## config.mk

```make
export PLATFORM = sky130hd
export DESIGN_NAME = vdc_cycle_decoder
export DESIGN_NICKNAME = d
export VERILOG_FILES = /design/src/rtl/vdc_pkg.sv /design/src/rtl/vdc_strobe_sampler.sv /design/src/rtl/vdc_cycle_fsm.sv /design/src/rtl/vdc_mode_flags.sv /design/src/rtl/vdc_cycle_decoder.sv
export SDC_FILE = /design/constraint.sdc
export NUM_CORES = 1
export LEC_CHECK = 0
export ABC_AREA = 1
export BUFFER_PORTS_ARGS = -buffer_cell sky130_fd_sc_hd__buf_2
export CAP_MARGIN = 10
export CORE_MARGIN = 4
export CORE_UTILIZATION = 50
export CTS_BUF_LIST = sky130_fd_sc_hd__clkbuf_8
export DETAILED_ROUTE_END_ITERATION = 6
export PLACE_DENSITY = 0.89
export SLEW_MARGIN = 20
export SYNTH_ARGS = -nofsm -noshare
export SYNTH_HDL_FRONTEND = slang
export SYNTH_SLANG_ARGS = --single-unit
```

## constraint.sdc

```tcl
create_clock -name clk -period 1.7 [get_ports clk]
set_clock_uncertainty 0.15 [all_clocks]
set_input_delay 0.34 -clock clk [delete_from_list [all_inputs] [get_ports clk]]
set_output_delay 0.34 -clock clk [all_outputs]
set_load 0.02 [all_outputs]
```

## src/rtl/vdc_pkg.sv

```systemverilog
package vdc_pkg;

    localparam int VDC_NUM_OPS = 11;

    // bit position of each operation inside the one-hot strobe vector
    typedef enum logic [3:0] {
        OP_REF_STOPSET  = 4'd0,
        OP_REF_OPTRST   = 4'd1,
        OP_REF_NORST    = 4'd2,
        OP_XFER_FULL    = 4'd3,
        OP_XFER_SPLIT   = 4'd4,
        OP_WRITE        = 4'd5,
        OP_WRITE_MASKED = 4'd6,
        OP_BLOCK        = 4'd7,
        OP_BLOCK_MASKED = 4'd8,
        OP_LOAD_WMASK   = 4'd9,
        OP_LOAD_COLOR   = 4'd10
    } vdc_op_e;

    typedef enum logic [1:0] {
        S_IDLE          = 2'd0,
        S_ROW_OPEN      = 2'd1,
        S_WAIT_RAS_HIGH = 2'd2
    } vdc_state_e;

    // control levels captured at the row-strobe fall
    typedef struct packed {
        logic trg_n;
        logic we_n;
        logic dsf;
    } vdc_row_sample_t;

endpackage

```

## src/rtl/vdc_strobe_sampler.sv

```systemverilog
module vdc_strobe_sampler #(
    parameter int   N          = 2,
    parameter logic IDLE_LEVEL = 1'b1
) (
    input  logic         clk,
    input  logic         rst_n,
    input  logic [N-1:0] sig,
    output logic [N-1:0] prev
);

    for (genvar i = 0; i < N; i++) begin : g_bit
        logic held;
        always_ff @(posedge clk) begin
            if (!rst_n) held <= IDLE_LEVEL;
            else        held <= sig[i];
        end
        assign prev[i] = held;
    end

endmodule

```

## src/rtl/vdc_cycle_fsm.sv

```systemverilog
module vdc_cycle_fsm
    import vdc_pkg::*;
#(
    parameter int ADDR_W = 9
) (
    input  logic                   clk,
    input  logic                   rst_n,
    input  logic                   ras_n,
    input  logic                   ras_q,
    input  logic                   cas_n,
    input  logic                   cas_q,
    input  logic                   trg_n,
    input  logic                   we_n,
    input  logic                   dsf,
    input  logic [ADDR_W-1:0]      addr,
    output logic [VDC_NUM_OPS-1:0] op_strobe,
    output logic                   op_reserved,
    output logic [ADDR_W-1:0]      row_addr,
    output logic [ADDR_W-1:0]      col_addr
);

    vdc_state_e      state_q, state_d;
    vdc_row_sample_t row_q, row_d;

    logic [VDC_NUM_OPS-1:0] op_d;
    logic                   err_d;
    logic [ADDR_W-1:0]      row_addr_d, col_addr_d;

    logic ras_fall, ras_rise, cas_fall;

    assign ras_fall = ras_q & ~ras_n;
    assign ras_rise = ~ras_q & ras_n;
    assign cas_fall = cas_q & ~cas_n;

    // second-stage classification at the column fall
    function automatic logic [VDC_NUM_OPS-1:0] col_decode(
        input vdc_row_sample_t rs,
        input logic            dsf_col
    );
        logic [VDC_NUM_OPS-1:0] v;
        v = '0;
        if (!rs.trg_n) begin
            if (rs.dsf) v[OP_XFER_SPLIT] = 1'b1;
            else        v[OP_XFER_FULL]  = 1'b1;
        end else if (!rs.we_n) begin
            if (dsf_col) v[OP_BLOCK_MASKED] = 1'b1;
            else         v[OP_WRITE_MASKED] = 1'b1;
        end else if (rs.dsf) begin
            if (dsf_col) v[OP_LOAD_COLOR] = 1'b1;
            else         v[OP_LOAD_WMASK] = 1'b1;
        end else begin
            if (dsf_col) v[OP_BLOCK] = 1'b1;
            else         v[OP_WRITE] = 1'b1;
        end
        return v;
    endfunction

    always_comb begin
        state_d    = state_q;
        row_d      = row_q;
        op_d       = '0;
        err_d      = 1'b0;
        row_addr_d = row_addr;
        col_addr_d = col_addr;
        unique case (state_q)
            S_IDLE: begin
                if (ras_fall) begin
                    row_addr_d = addr;
                    if (!cas_n) begin
                        case ({we_n, dsf})
                            2'b00:   err_d = 1'b1;
                            2'b01:   op_d[OP_REF_STOPSET] = 1'b1;
                            2'b10:   op_d[OP_REF_OPTRST]  = 1'b1;
                            default: op_d[OP_REF_NORST]   = 1'b1;
                        endcase
                        state_d = S_WAIT_RAS_HIGH;
                    end else begin
                        row_d.trg_n = trg_n;
                        row_d.we_n  = we_n;
                        row_d.dsf   = dsf;
                        state_d     = S_ROW_OPEN;
                    end
                end
            end
            S_ROW_OPEN: begin
                if (cas_fall) begin
                    col_addr_d = addr;
                    op_d       = col_decode(row_q, dsf);
                    state_d    = ras_rise ? S_IDLE : S_WAIT_RAS_HIGH;
                end else if (ras_rise) begin
                    state_d = S_IDLE;
                end
            end
            S_WAIT_RAS_HIGH: begin
                if (ras_rise) state_d = S_IDLE;
            end
            default: state_d = S_IDLE;
        endcase
    end

    // state register
    always_ff @(posedge clk) begin
        if (!rst_n) begin
            state_q <= S_IDLE;
            row_q   <= '0;
        end else begin
            state_q <= state_d;
            row_q   <= row_d;
        end
    end

    // registered outputs
    always_ff @(posedge clk) begin
        if (!rst_n) begin
            op_strobe   <= '0;
            op_reserved <= 1'b0;
            row_addr    <= '0;
            col_addr    <= '0;
        end else begin
            op_strobe   <= op_d;
            op_reserved <= err_d;
            row_addr    <= row_addr_d;
            col_addr    <= col_addr_d;
        end
    end


    op_onehot_chk: assert property (@(posedge clk) disable iff (!rst_n)
        $onehot0(op_strobe));


    reserved_excl_chk: assert property (@(posedge clk) disable iff (!rst_n)
        op_reserved |-> (op_strobe == '0));


    xfer_after_cas_chk: assert property (@(posedge clk) disable iff (!rst_n)
        (op_strobe[OP_XFER_FULL] || op_strobe[OP_XFER_SPLIT]) |-> $past(cas_fall));

endmodule

```

## src/rtl/vdc_mode_flags.sv

```systemverilog
module vdc_mode_flags #(
    parameter int STOP_W = 4
) (
    input  logic              clk,
    input  logic              rst_n,
    input  logic              do_wmask,
    input  logic              do_stopset,
    input  logic              do_optrst,
    input  logic              do_norst,
    input  logic              do_reserved,
    input  logic [STOP_W-1:0] code_src,
    output logic              pwpb_mode,
    output logic              stop_mode,
    output logic [STOP_W-1:0] stop_code
);

    always_ff @(posedge clk) begin
        if (!rst_n) begin
            pwpb_mode <= 1'b0;
            stop_mode <= 1'b0;
            stop_code <= '0;
        end else if (do_optrst) begin
            pwpb_mode <= 1'b0;
            stop_mode <= 1'b0;
        end else begin
            if (do_wmask) pwpb_mode <= 1'b1;
            if (do_stopset) begin
                stop_mode <= 1'b1;
                stop_code <= code_src;
            end
        end
    end


    pwpb_set_src_chk: assert property (@(posedge clk) disable iff (!rst_n)
        $rose(pwpb_mode) |-> $past(do_wmask));


    pwpb_clr_src_chk: assert property (@(posedge clk) disable iff (!rst_n)
        $fell(pwpb_mode) |-> $past(do_optrst));


    stop_set_src_chk: assert property (@(posedge clk) disable iff (!rst_n)
        $rose(stop_mode) |-> $past(do_stopset));


    norst_keep_chk: assert property (@(posedge clk) disable iff (!rst_n)
        do_norst |=> ($stable(pwpb_mode) && $stable(stop_mode)));


    reserved_keep_chk: assert property (@(posedge clk) disable iff (!rst_n)
        do_reserved |=> ($stable(pwpb_mode) && $stable(stop_mode) && $stable(stop_code)));

endmodule

```

## src/rtl/vdc_cycle_decoder.sv

```systemverilog
module vdc_cycle_decoder
    import vdc_pkg::*;
#(
    parameter int ADDR_W     = 9,
    parameter int BLOCK_COLS = 4,
    parameter int STOP_LSB   = 4,
    parameter int STOP_W     = 4
) (
    input  logic                                  clk,
    input  logic                                  rst_n,
    input  logic                                  ras_n,
    input  logic                                  casl_n,
    input  logic                                  casu_n,
    input  logic                                  trg_n,
    input  logic                                  we_n,
    input  logic                                  dsf,
    input  logic [ADDR_W-1:0]                     addr,
    output logic [VDC_NUM_OPS-1:0]                op_strobe,
    output logic                                  op_reserved,
    output logic [ADDR_W-1:0]                     row_addr,
    output logic [ADDR_W-1:0]                     col_addr,
    output logic [ADDR_W-$clog2(BLOCK_COLS)-1:0]  blk_addr,
    output logic                                  pwpb_mode,
    output logic                                  stop_mode,
    output logic [STOP_W-1:0]                     stop_code
);

    localparam int BLK_SHIFT = $clog2(BLOCK_COLS);

    logic       cas_n;
    logic [1:0] strobe_prev;

    // logical column strobe is low when either byte strobe is low
    assign cas_n = casl_n & casu_n;

    vdc_strobe_sampler #(
        .N          (2),
        .IDLE_LEVEL (1'b1)
    ) u_sampler (
        .clk   (clk),
        .rst_n (rst_n),
        .sig   ({cas_n, ras_n}),
        .prev  (strobe_prev)
    );

    vdc_cycle_fsm #(
        .ADDR_W (ADDR_W)
    ) u_fsm (
        .clk         (clk),
        .rst_n       (rst_n),
        .ras_n       (ras_n),
        .ras_q       (strobe_prev[0]),
        .cas_n       (cas_n),
        .cas_q       (strobe_prev[1]),
        .trg_n       (trg_n),
        .we_n        (we_n),
        .dsf         (dsf),
        .addr        (addr),
        .op_strobe   (op_strobe),
        .op_reserved (op_reserved),
        .row_addr    (row_addr),
        .col_addr    (col_addr)
    );

    vdc_mode_flags #(
        .STOP_W (STOP_W)
    ) u_modes (
        .clk         (clk),
        .rst_n       (rst_n),
        .do_wmask    (op_strobe[OP_LOAD_WMASK]),
        .do_stopset  (op_strobe[OP_REF_STOPSET]),
        .do_optrst   (op_strobe[OP_REF_OPTRST]),
        .do_norst    (op_strobe[OP_REF_NORST]),
        .do_reserved (op_reserved),
        .code_src    (row_addr[STOP_LSB +: STOP_W]),
        .pwpb_mode   (pwpb_mode),
        .stop_mode   (stop_mode),
        .stop_code   (stop_code)
    );

    assign blk_addr = col_addr[ADDR_W-1:BLK_SHIFT];

endmodule

```

Yosys cells after proc, flatten, opt, wreduce, memory -nomap -nowiden

Index checks and enable logic that the tools add are counted.

Register bits after elaboration: 43
Bits in read-only memories: 0
Memories kept: 0
Bits in latches: 0
Output and inout bits: 43
Bits in writable memories: 0
Input port bits: 17

Divide/modulo/power cells: 0
Multipliers: 0
Muxes and demuxes: 17
$lt $le $gt $ge: 0
Equal/unequal tests: 5
Reductions and logical operators: 13
Shifts and indexed selects: 0
Bitwise gates (word level): 15
Add/sub/neg operators: 0

Operators with widths:

| cell                                                  | count |
|---|---|
| NOT 1 bit                                             | 11 |
| two-way mux 2 bit                                     | 5 |
| two-way mux 1 bit                                     | 8 |
| OR reduction 4 bit                                    | 2 |
| two-way mux 3 bit                                     | 2 |
| one-hot mux 2 bit (3 select lines)                    | 1 |
| one-hot mux 3 bit (2 select lines)                    | 1 |
| AND reduction 2 bit                                   | 3 |
| AND reduction 6 bit                                   | 1 |
| OR reduction 6 bit                                    | 1 |
| OR reduction 5 bit                                    | 1 |
| AND 1 bit                                             | 4 |
| == test 2 x 1 -> 1 bit, second input constant         | 2 |
| == test 2 bit, second input constant                  | 2 |
| logical NOT 2 bit                                     | 2 |
| AND reduction 3 bit                                   | 1 |
| OR reduction 3 bit                                    | 1 |
| inequality test 2 x 1 -> 1 bit, second input constant | 1 |
| OR reduction 2 bit                                    | 1 |

Logic depth before layout (Yosys ltp)

Gate-level depths: netlist of the first run.

Depth in word-level cells: 6
Mapped depth: 6

Cells and area by module

Synthesis of the first run repeated with hierarchy kept, for this count alone.

Cells, all modules: 208
Area, all modules: 1674.1 um^2

Modules (own cells, without submodules):

| module             | cells an instance | times used | area an instance (um^2) |
|---|---|---|---|
| vdc_cycle_fsm      | 157               | 1          | 1311.3 |
| vdc_mode_flags     | 34                | 1          | 232.7 |
| vdc_strobe_sampler | 8                 | 1          | 70.1 |
| vdc_cycle_decoder  | 9                 | 1          | 60.1 |

Worst setup path before layout of the first run

No wires, ideal clock.

Path kind: input-to-reg
Start: in casl_n
End: reg u_fsm.op_strobe[3]
Path slack: 0.512 ns
Data arrival time: 0.960 ns
Path buffers: 1
Stages: 6
Library setup time: 0.078 ns
Cell sequence: nand2_2 nand2_1 nor2_4 buf_4 nand2_1 nor3_1

Cells in the longest elaborated chain, start to end: 5

Ends and longest elaborated chain:

| what                                | RTL line                | text |
|---|---|---|
| start: declaration                  | vdc_cycle_decoder.sv:12 | `input logic casl_n,` |
| AND 1 bit                           | vdc_cycle_decoder.sv:34 | `assign cas_n = casl_n & casu_n;` |
| NOT 1 bit                           | vdc_cycle_fsm.sv:33     | `assign cas_fall = cas_q & ~cas_n;` |
| AND 1 bit                           | vdc_cycle_fsm.sv:33     |  |
| NOT 1 bit (no source line)          | --                      |  |
| OR reduction 4 bit (no source line) | --                      |  |
| end signal: assignment              | vdc_cycle_fsm.sv:120    | `op_strobe <= op_d;` |
| end: declaration                    | vdc_cycle_fsm.sv:16     | `output logic [VDC_NUM_OPS-1:0] op_strobe,` |

Every way passes these cells.
A chain may end at the register's enable or synchronous reset.

Worst setup path in the final report of the first run

Start: reg u_fsm.state_q[0]
End: reg u_fsm.op_strobe[1]

Cells in the longest elaborated chain, start to end: 2

Ends and longest elaborated chain:

| what                                                               | RTL line             | text |
|---|---|---|
| start: declaration                                                 | vdc_cycle_fsm.sv:22  | `vdc_state_e state_q, state_d;` |
| start signal: assignment                                           | vdc_cycle_fsm.sv:107 | `state_q <= state_d;` |
| == test 2 x 1 -> 1 bit / logical NOT 2 bit (equally long branches) | vdc_cycle_fsm.sv:65  | `unique case (state_q)` |
| one-hot mux 3 bit (2 select lines) (*)                             | vdc_cycle_fsm.sv:65  |  |

Mark *: on every way between the ends. The rest lies on a longest branch, timed or not.

==> flow_summary.yaml, run 1 <==
clock_tree:
  path_clk_slew_ns: 0.08
  tritoncts: "built"
  ctsResizeCount: 0
  cts_sinks: 43
  numCtsBuffers: 5
  post-cts-setup-buffers: 0
  clock_latency_ns: 0.29
  clk_path_buf_depth: 2
  ctsHtreeMaxLevel: 2
  cts_root_buf: "clkbuf_8"
  ctsHoldBuffers: 0
grt:
  grt_antenna_before_repair: 0
  grt_pass1_wl_um: 5150
  grt_usage_pct: 15.8
  grt_max_degree: 25
  grt_pass1_vias: 1212
  grt-ovfl-total: 0
synth:
  synthMuxAreaShare_pct: 0
  avgSynthCellArea_um2: 8.09
  synthXorXnorAreaFrac_pct: 0
  synth_area_leader_cell: "dfxtp_1"
  synthAdderAreaFrac_pct: 0
  synthTopCellsByArea: "dfxtp_1, nor2_1, o21ai_0"
  syn_inst: 195
  synthSimpleGateAreaFrac_pct: 24.7
  synth_cell_types: 21
  yosys_register_bits: 43
  synth_fp_nets: 212
  synthesis.area_mm2: 0.00158
  synth_top_cell_area_share_pct: 54.6
  synth_top_family_by_area: "simple AND/OR/NAND/NOR gates"
  synth_compound_area_share_pct: 9.75
  ys_seq_area_share_pct: 54.6
  yosysWarnings: 0
placement:
  dpl.hpwl_um: 2470
  place_congestion: 0.790
  io_buffer_count: 59
  pre_cts_slack_ns: 0.206
  post-place-cells: 284
floorplanning:
  dieArea_mm2: 0.00412
  core_area_mm2: 0.00303
  die-width_um: 64.2
  die_h_um: 64.2
  start_util_pct: 52.1
  num_io_pins: 60
  rows: 20
power_and_ir_drop:
  fin_total_pwr_mw: 1.91
  leakagePower_nw: 0.983
  powerDensity_mw_per_mm2: 995
  ir_drop_mv: 0.542
routing:
  routed_via_density: 4.66
  antenna_left: 0
  drt-wirelength-per-cell_um: 10.8
  drc: 0
  vias: 1361
  drtIter0Drc: 50
  wirelength_um: 3150
  drt_first_pass_iters: 4
timing:
  setup_viol: 0
  fmax_mhz: 697
  hold_violations: 0
  fin_setup_tns_ns: 0
  fin_crit_ns: 1.43
  worstMarginPinSlew_ns: 0.355
  finalCritPeriodShare_pct: 84.3
  maxSlewHeadroom_pct: 76.3
  setup_ws_ns: 0.266
  rsz0062_at_grt: "no"
  drv_slew: 0
finish:
  syn_to_final_growth_pct: 21.3
  drive_gt1_share_pct: 31.0
  finalNonFillerCells: 292
  final_nets: 264
  num-fill-cells: 296
  antennaDiodeCount: 0
critical_path:
  slowest_delay_ns: 0.34
  cp.arrival_ns: 1.49
  cp-start-kind: "flop"
  critical_path_class: "reg2reg"
  cp-end-kind: "flop"
  crit_path_max_fanout: 15
  path_cells: "nor2_2 > inv_2 > nor2_4 > nand3_1 > nor3_1"
  crit_required_ns: 1.76
  crit_slowest_cell: "dfxtp_1"
run_status:
  status: "completed"
worst_hold_path:
  hp-class: "in2reg"
job:
  drv_cap: 0
[routing by layer]
layer  up-vias  GRT usage, %  share of wire (%)
li1        708             -                  -
met4         0          4.75               0.92
met5         -             0                  0
met3         5          5.45                7.2
met1       598          18.0                 42
met2        50          27.6                 50
[power breakdown]
part / internal (mW) / switching (mW)
Combinational: 0.0743 / 0.153
Clock: 0.281 / 0.326
Sequential: 1.05 / 0.0241
[worst max-delay path, delay by kind of cell (launching register included)]
kind,cells,cell delay [ns]
and+or+nand+nor,4,0.80
DFF,1,0.34
buffers and inverters,1,0.07
[cells in the final DEF (no fill, tap or decap), types with 2 or more instances in the layout]
cell	n
a21oi_1	4
buf_2	59
buf_4	2
clkbuf_8	5
dfxtp_1	43
inv_1	14
inv_2	3
nand2_1	19
nand3_1	3
nand4_1	4
nor2_1	54
nor2_4	2
nor3_1	6
o21ai_0	22
[kinds of logic after synthesis]
group	Yosys count
AO/OA/AOI/OAI	29
buffers and inverters	32
flip-flops	43
AND/OR/NAND/NOR	91
[cell usage after synthesis]
| library cell | number |
|---|---|
| nand2_2 | 1 |
| nand4_1 | 4 |
| buf_6 | 1 |
| nor3_1 | 6 |
| dfxtp_1 | 43 |
| buf_2 | 1 |
| inv_1 | 13 |
| a21oi_2 | 1 |
| o21ai_0 | 22 |
| buf_4 | 12 |
| o21bai_1 | 1 |
| a21oi_1 | 4 |
| nor2_4 | 2 |
| clkbuf_1 | 2 |
| nand2_1 | 19 |
| nand3_2 | 1 |
| o211ai_1 | 1 |
| nand3_1 | 3 |
| nor2_1 | 54 |
| nor2_2 | 1 |
| inv_2 | 3 |
[final cells by class]
class	instances	area, um2	area share, %
flip-flops and latches	43	861	45.0
multi-input cells	120	543	28.4
repair buffers	61	310	16.2
clock buffers	5	68.8	3.59
inverters	16	60.1	3.14
well taps	44	55.1	2.88
clock inverters	3	16.3	0.850
[per-stage QoR]
stage | area [um2] | utilization [%] | hold slack (ns)
global placement | 1830 | 60.4 | 0.306
floorplan | 1580 | - | 0.262
CTS | 1910 | 63.2 | 0.100
global route | 1910 | 63.2 | 0.108
detailed placement | 1830 | 60.4 | 0.317
finish | 1910 | 63.2 | 0.103
[sequential cells by signal (all words and copies together) (netlist names)]
name,count
u_fsm.state_q,2
u_modes.stop_code,4
u_fsm.op_reserved,1
u_fsm.row_addr,9
u_modes.pwpb_mode,1
u_sampler.g_bit.held,2
u_fsm.col_addr,9
u_modes.stop_mode,1
u_fsm.op_strobe,11
u_fsm.row_q,3
[final timing paths]
kind                       from                  to  slack [ns]  cells after the start
max            u_fsm.state_q[0]  u_fsm.op_strobe[1]        0.27                      5
min reg2reg  u_fsm.op_strobe[9]   u_modes.pwpb_mode        0.32                      2
max reg2reg    u_fsm.state_q[0]  u_fsm.op_strobe[1]        0.27                      5
min                        we_n  u_fsm.op_strobe[0]        0.10                      2
(Power assumes the default switching activity.)
==> inputs of run 2 (changes only) <==
--- a/config.mk
+++ b/config.mk
@@ -5,14 +5,14 @@
 export SDC_FILE = /design/constraint.sdc
 export NUM_CORES = 1
 export LEC_CHECK = 0
-export ABC_AREA = 1
+export ABC_AREA = 0
 export BUFFER_PORTS_ARGS = -buffer_cell sky130_fd_sc_hd__buf_2
 export CAP_MARGIN = 10
 export CORE_MARGIN = 4
-export CORE_UTILIZATION = 50
+export CORE_UTILIZATION = 46
 export CTS_BUF_LIST = sky130_fd_sc_hd__clkbuf_8
 export DETAILED_ROUTE_END_ITERATION = 6
-export PLACE_DENSITY = 0.89
+export PLACE_DENSITY = 0.86
 export SLEW_MARGIN = 20
 export SYNTH_ARGS = -nofsm -noshare
 export SYNTH_HDL_FRONTEND = slang
==> constraint.sdc (replaced) <==
create_clock -name clk -period 1.3 [get_ports clk]
set_clock_uncertainty 0.15 [all_clocks]
set_input_delay 0.26 -clock clk [delete_from_list [all_inputs] [get_ports clk]]
set_output_delay 0.26 -clock clk [all_outputs]
set_load 0.02 [all_outputs]
==> run 2 against run 1 <==
  * The flow now finishes with violations (setup timing)
  * Global-route usage up 1.8 points
  * Hold slack worse by 0.058 ns
  * Utilization grew 5.6 points
  * Wire length up 28%
  * Sequential share of layout area decreased by 8.4 points
  * Cell count is 1.0% lower
  * Flip-flop and latch count did not move
  * Register-to-register slack worse by 0.46 ns
  * Power increased by 48%
  * Non-clock buffer count rose by 15
  * Clock power up 77%
  * Critical path type unchanged
  * Critical endpoint is now u_fsm.row_addr[5]
  * Largest cell class unchanged
  * Largest power group unchanged
==> flow_summary.yaml, run 2 <==
finish:
  syn_to_final_growth_pct: 39.4
  final_nets: 259
  antennaDiodeCount: 0
  mostFrequentLayoutCell: "buf_2"
  final_cell_mix: "buf_2, dfxtp_1, nand2_1"
  max_flop_register: "u_fsm.op_strobe"
  top_regs: "u_fsm.op_strobe x11, u_fsm.col_addr x9, u_fsm.row_addr x9"
  drive_gt1_share_pct: 48.1
  largest_reg_flops: 11
routing:
  vias: 1401
  drc: 0
  drtIter0Drc: 83
  routed_via_density: 4.85
  drt-wirelength-per-cell_um: 14.0
  wirelength_um: 4040
  antenna_left: 0
  drt_first_pass_iters: 4
synth:
  synth-edff-count: 0
  yosys_register_bits: 43
  synthFlopType: "dfxtp_1"
  synth_area_leader_cell: "dfxtp_1"
  synth_cell_types: 30
  synthTopCellsByCount: "nand2_1, dfxtp_1, mux2i_1, buf_4, a21boi_1"
  synth_fp_nets: 196
  syn_inst: 179
  yosysWarnings: 0
  synthTopCellsByArea: "dfxtp_1, nand2_1, mux2i_1"
  async_flop_share_pct: 0
  avgSynthCellArea_um2: 9.50
  synth_top_cell_area_share_pct: 50.6
  ys_seq_area_share_pct: 50.6
  synth_most_common_cell: "nand2_1"
  synthesis.area_mm2: 0.00170
grt:
  grt_usage_pct: 17.5
  grt_pass1_wl_um: 6080
  grt_max_degree: 28
  grt_antenna_before_repair: 0
  grt-ovfl-total: 0
  grt_pass1_vias: 1286
power_and_ir_drop:
  ir_drop_mv: 0.739
  pwr-share-clk_pct: 37.7
  power_frac_comb_pct: 13.3
  p_int_mw: 2.15
  fin_total_pwr_mw: 2.83
  p_sw_share_pct: 24.0
  powerDensity_mw_per_mm2: 1190
  power_frac_seq_pct: 49.0
  p_switching_mw: 0.679
  leakagePower_nw: 1.06
clock_tree:
  numCtsBuffers: 5
  clk_path_buf_depth: 2
  ctsHtreeMaxLevel: 2
  path_clk_slew_ns: 0.08
  cts_sinks: 43
  tritoncts: "built"
  cts_root_buf: "clkbuf_8"
  clock_latency_ns: 0.30
critical_path:
  critical_path_class: "reg2reg"
  slowest_delay_ns: 0.54
  cp.arrival_ns: 1.53
  crit_path_max_fanout: 4
  cp-start-kind: "flop"
  crit_slowest_cell: "or4b_4"
  path_cells: "or4b_4 > buf_4 > nand2_1 > a21boi_1"
  crit_required_ns: 1.33
  cp-end-kind: "flop"
  r2r_slack_ns: -0.19
timing:
  setup_ws_ns: -0.194
  maxSlewHeadroom_pct: 75.9
  setup_viol: 31
  timing.hold.ws_ns: 0.0448
  hold_violations: 0
  rsz0062_at_grt: "yes"
  fmax_mhz: 669
  fin_setup_tns_ns: -3.68
  fin_crit_ns: 1.49
  worstMarginPinSlew_ns: 0.361
  finalCritPeriodShare_pct: 115
  drv_slew: 0
placement:
  place_congestion: 0.791
  io_buffer_count: 59
  dpl.hpwl_um: 2580
  pre_cts_slack_ns: -0.355
floorplanning:
  num_io_pins: 60
  dieArea_mm2: 0.00473
  start_util_pct: 49.4
  core_area_mm2: 0.00344
  die-width_um: 68.8
  die_h_um: 68.8
  rows: 21
worst_hold_path:
  hp-class: "in2reg"
job:
  drv_cap: 0
run_status:
  status: "finished, violations left"
  violations: "setup timing"
[run 2: cell types whose count changed after synthesis, moves of 6 or more]
cell / before / now
inv_1: 13 / 3
nand2_1: 19 / 44
mux2i_1: 0 / 16
a21boi_1: 0 / 9
o21ai_0: 22 / 0
nor2b_1: 0 / 6
nor2_1: 54 / 5
[run 2: kinds of logic (layout without fill, tap and decap cells)]
family	Yosys count	after routing	share of synthesized area [%]
flip-flops	43	43	50.6
AND/OR/NAND/NOR	82	83	25.2
buffers and inverters	24	87	8.68
multiplexers	16	16	9.42
AO/OA/AOI/OAI	14	14	6.03
[run 2: worst paths after layout]
| path | from | to | cells past startpoint |
|---|---|---|---|
| setup / recovery | u_fsm.state_q[1] | u_fsm.row_addr[5] | 4 |
| hold / removal | we_n | u_fsm.op_strobe[0] | 2 |
| setup reg to reg | u_fsm.state_q[1] | u_fsm.row_addr[5] | 4 |
| hold reg to reg | u_fsm.row_addr[2] | u_fsm.row_addr[2] | 2 |
[run 2: final cells by class]
cell class | count | area [um2]
clock buffers | 6 | 82.6
clock inverters | 2 | 35.0
fillers | 268 | 1070
inverters | 3 | 11.3
multi-input cells | 113 | 850
flip-flops and latches | 43 | 866
well taps | 46 | 57.6
repair buffers | 76 | 468
[run 2: metrics by stage]
step,util [%],cells,cell area [um2]
floorplan,-,179,1710
global placement,59.4,275,2050
detailed placement,59.4,275,2050
CTS,66.0,288,2270
global route,68.8,289,2370
finish,68.8,289,2370
[run 2: repair_timing]
action                                 CTS  global route
endpoints found under the hold margin    0             0
setup buffers                            5             2
resized for setup                       20            24
setup endpoints to repair               32            35
cloned                                   1             1
hold buffers                             0             0
pin swaps                                3            19
[run 2: power by group through the flow]
stage          sequential, mW  combinational (mW)  clock (mW)
4_1_cts                  1.38               0.347        1.08
6_report                 1.38               0.375        1.07
5_1_grt                  1.39               0.405        1.12
3_3_place_gp             1.41               0.294           0
2_1_floorplan            1.44               0.165           0
3_5_place_dp             1.41               0.300           0
[run 2: critical path, delay by kind of cell (launching register included)]
kind                   cells  cell delay [ns]
AO/OA/AOI/OAI              1             0.07
buffers and inverters      1             0.18
AND/OR/NAND/NOR            2             0.61
flip-flops                 1             0.36
[run 2: layer usage]
layer	share of wire, %	routed length (um)	vias to the layer above	GRT usage, %
met5	0	0	-	0
met4	2.2	87	0	6.57
met3	5.6	227	6	4.54
met2	52	2100	41	31.3
met1	40	1630	647	19.9
li1	-	-	707	-
